`src/rtl/subslot_pair.sv`:
```
module subslot_pair #(
  parameter int N_EXP   = 2,
  parameter int AW      = 16,
  parameter int DW      = 8,
  parameter int N_SUB   = 4
) (
  input  logic                   clk,
  input  logic                   rst_n,
  input  logic [AW-1:0]          addr,
  input  logic [DW-1:0]          wdata,
  input  logic                   rd,
  input  logic                   wr,
  input  logic [N_EXP-1:0]       slot_sel_n,
  input  logic                   bcast_wr,
  output logic [DW-1:0]          rdata,
  output logic                   rdata_oe,
  output logic [N_SUB*N_EXP-1:0] sub_sel_n,
  output logic [2*N_EXP-1:0]     flash_page
);
  localparam int FW = $clog2(N_SUB);

  logic            top_hit;
  logic [FW-1:0]   page;
  logic [DW-1:0]   ctl [N_EXP];

  assign top_hit = &addr;
  assign page    = addr[AW-1 -: FW];

  for (genvar i = 0; i < N_EXP; i++) begin : g_exp
    logic [FW-1:0] field;

    always_ff @(posedge clk or negedge rst_n)
      if (!rst_n)
        ctl[i] <= '0;
      else if (wr && top_hit && (!slot_sel_n[i] || bcast_wr))
        ctl[i] <= wdata;

    assign field = ctl[i][FW*page +: FW];
    assign flash_page[2*i +: 2] = field;

    for (genvar k = 0; k < N_SUB; k++) begin : g_sub
      assign sub_sel_n[N_SUB*i + k] =
        !(!slot_sel_n[i] && (rd || wr) && !top_hit && field == FW'(k));
    end
  end

  always_comb begin
    rdata    = '0;
    rdata_oe = 1'b0;
    for (int i = N_EXP - 1; i >= 0; i--)
      if (rd && top_hit && !slot_sel_n[i]) begin
        rdata    = ~ctl[i];
        rdata_oe = 1'b1;
      end
  end
endmodule

```
`config.mk`:
```
export PLATFORM = sky130hd
export DESIGN_NAME = subslot_pair
export DESIGN_NICKNAME = d
export VERILOG_FILES = /design/src/rtl/subslot_pair.sv
export SDC_FILE = /design/constraint.sdc
export NUM_CORES = 1
export LEC_CHECK = 0
export CORE_MARGIN = 2
export CORE_UTILIZATION = 35
export CTS_CLUSTER_DIAMETER = 100
export DETAILED_ROUTE_END_ITERATION = 8
export PLACE_DENSITY = 0.76
export SETUP_SLACK_MARGIN = 0.02
export SLEW_MARGIN = 20
export SYNTH_ARGS = -nofsm -noshare
export SYNTH_HDL_FRONTEND = slang
export SYNTH_SLANG_ARGS = --single-unit
```
`constraint.sdc`:
```
create_clock -name clk -period 2.3 [get_ports clk]
set_input_delay 0.69 -clock clk [delete_from_list [all_inputs] [get_ports clk]]
set_output_delay 0.69 -clock clk [all_outputs]
set_load 0.05 [all_outputs]
```
==> results.sh <==
export IMPL_rows=19
export IMPL_cts_buffers=3
export IMPL_drc=0
export IMPL_peakVddDrop_v=0.0003349
export IMPL_syn_inst=82
export IMPL_cts_root_buffer="clkbuf_4"
export IMPL_grt_pass1_vias=1159
export IMPL_synth_avg_cell_area_um2=11.75
export IMPL_worst_setup_path_type="in2out"
export IMPL_power_per_cell_area_mw_per_mm2=290.5
export IMPL_cpMostUsedCell="buf_12"
export IMPL_setup_slack_ns=-0.2140
export IMPL_wl_mm=3.410
export IMPL_maxSlewViolCount=0
export IMPL_fmax_ghz=0.3978
export IMPL_die_y_um=56.47
export IMPL_arrival_ns=1.82
export IMPL_start_util=0.3586
export IMPL_rsz0062_at_grt="true"
export IMPL_die_w_um=56.47
export IMPL_grt_usage=0.2258
export IMPL_htree_num_levels=1
export IMPL_tns_ns=-3.341
export IMPL_startpoint_type="input pin"
export IMPL_cts_path_max_buffers=2
export IMPL_grt_antenna_before_repair=0
export IMPL_syn2layout_area_growth_pct=121.3
export IMPL_antenna_cells=0
export IMPL_coreArea_mm2=0.002686
export IMPL_postSynthRegisterBits=16
export IMPL_power_total_w=0.0006194
export IMPL_cp_end_kind="output port"
export IMPL_max_stage_delay_ns=0.36
export IMPL_nFillCells=157
export IMPL_clkTransAtPathRegs_ns=0.09
export IMPL_crit_slowest_cell="nor4_4"
export IMPL_regMostFlops="ctl"
export IMPL_syn_num_nets=113
export IMPL_status="complete, but fails checks"
export IMPL_place_congestion=0.7610
export IMPL_clkLatencyLatePin_ns=0.30
export IMPL_post_route_min_period_ns=2.514
export IMPL_fin_skew_ns=0
export IMPL_hpwl_mm=2.318
export IMPL_maxCapViolations=0
export IMPL_io_buffers=51
export IMPL_required_ns=1.61
export IMPL_hold_path_class="reg2reg"
export IMPL_layout_drive_gt1_share=0.6855
export IMPL_ys_seq_area_frac=0.4156
export IMPL_grt_ovfl_total=0
export IMPL_yosysWarnings=0
export IMPL_wl_per_cell_um=17.95
export IMPL_cts_sinks=16
export IMPL_drtPass1Iterations=4
export IMPL_fin_crit_sh=1.093
export IMPL_cts_tree="yes"
export IMPL_post_place_ws_ns=-0.7883
export IMPL_whs_ns=0.5456
export IMPL_final_setup_viol_count=21
export IMPL_drt_initial_drc_count=18
export IMPL_vias=1037
export IMPL_largest_register_ffs=16
export IMPL_grt_pass1_wl_mm=5.457
export IMPL_reg_top3="ctl x16"
export IMPL_drtAntennaViolNets=0
export IMPL_path_max_fanout=5
export IMPL_multi_input_area_um2=767.0
export IMPL_leakagePower_nw=0.9760
export IMPL_netlist_area_um2=963.4
export IMPL_area_sequential_um2=400.4
export IMPL_dieArea_mm2=0.003188
export IMPL_final_nets=191
export IMPL_crit_chain="buf_6, nand4_1, nor4_4, buf_12, nand2_8, a21oi_4, buf_12"
export IMPL_final_hold_viol_count=0
export IMPL_ys_types=20
export IMPL_violations="setup timing"
export IMPL_maxSlewHeadroom=0.5137
export IMPL_avgViaCountPerCell=5.458
export IMPL_grt_max_degree=17
export IMPL_tightestPinTransition_ns=0.7272
export IMPL_ios=52
-- where the power goes --
part	leakage, nW	switching [W]	total [W]	internal [W]
Sequential	0.224	0.0000000663	0.000281	0.000281
Clock	0.0210	0.0000969	0.000194	0.0000967
Combinational	0.731	0.0000659	0.000145	0.0000787
Total	0.976	0.000163	0.000619	0.000457
-- critical path: cells and delay by family --
kind | cells | cell delay, ns
simple gates | 3 | 0.60
buf+inv | 3 | 0.38
compound gates | 1 | 0.14
-- cells in the mapped netlist, drive strengths merged --
cell,instances,area share
buf,2,0.012
mux2,16,0.19
nand2,3,0.014
nor3,2,0.010
mux4,4,0.094
nand3b,4,0.031
nor2,13,0.051
a21oi,2,0.010
nor4,2,0.029
o22a,7,0.064
dfrtp,16,0.42
nand4,4,0.032
nand3,4,0.031
nand2b,3,0.019
-- metal layers --
layer | global-route usage | wire (µm) | vias up | part of all wire
li1 | - | - | 470 | -
met4 | 0.09524 | 89 | 0 | 0.026
met2 | 0.4252 | 1884 | 42 | 0.55
met1 | 0.2466 | 1226 | 516 | 0.36
met5 | 0 | 0 | - | 0
met3 | 0.03456 | 210 | 9 | 0.062
-- metrics by stage --
stage          std cells  instance area (µm²)  utilization
2_1_floorplan         82                 1067            -
3_3_place_gp         174                 1861       0.6926
3_5_place_dp         174                 1861       0.6926
4_1_cts              191                 2059       0.7667
5_1_grt              190                 2132       0.7937
6_report             190                 2132       0.7937
-- cells by family after synthesis --
family	synth area share
AOI/OAI and AO/OA	0.07403
buffers and inverters	0.01169
and+or+nand+nor	0.2182
DFF	0.4156
muxes	0.2805
-- placed cells by master (no fill, tap or decap), drive strengths merged, types with 7 or more instances in the layout --
master	instances
buf	60
mux2	16
nor2	13
o22a	7
dfrtp	16
clkdlybuf4s50	10
-- worst paths after layout --
kind                                startpoint                  end  cells past startpoint  slack [ns]
min in group asynchronous                rst_n   ctl[8]$_DFFE_PN0P_                      1        0.81
max in group asynchronous                rst_n   ctl[4]$_DFFE_PN0P_                      1        1.03
max                                    addr[9]             rdata_oe                      7       -0.21
max reg2reg                 ctl[2]$_DFFE_PN0P_   ctl[2]$_DFFE_PN0P_                      1        1.48
min reg2reg                ctl[11]$_DFFE_PN0P_  ctl[11]$_DFFE_PN0P_                      1        0.55
min                        ctl[11]$_DFFE_PN0P_  ctl[11]$_DFFE_PN0P_                      1        0.55
-- cell type report --
| cell class | instances | area share |
|---|---|---|
| clock buffers | 4 | 0.01702 |
| multi-input cells | 65 | 0.3597 |
| flip-flops and latches | 16 | 0.1878 |
| well taps | 31 | 0.01819 |
| repair buffers | 74 | 0.4173 |
-- timing repair --
item,4_1_cts,5_1_grt
gates cloned,1,0
buffers inserted,16,4
resized for setup,90,15
pin swaps,16,9
hold buffers,0,0
setup endpoints to repair,37,37
(Power assumes the default switching activity.)
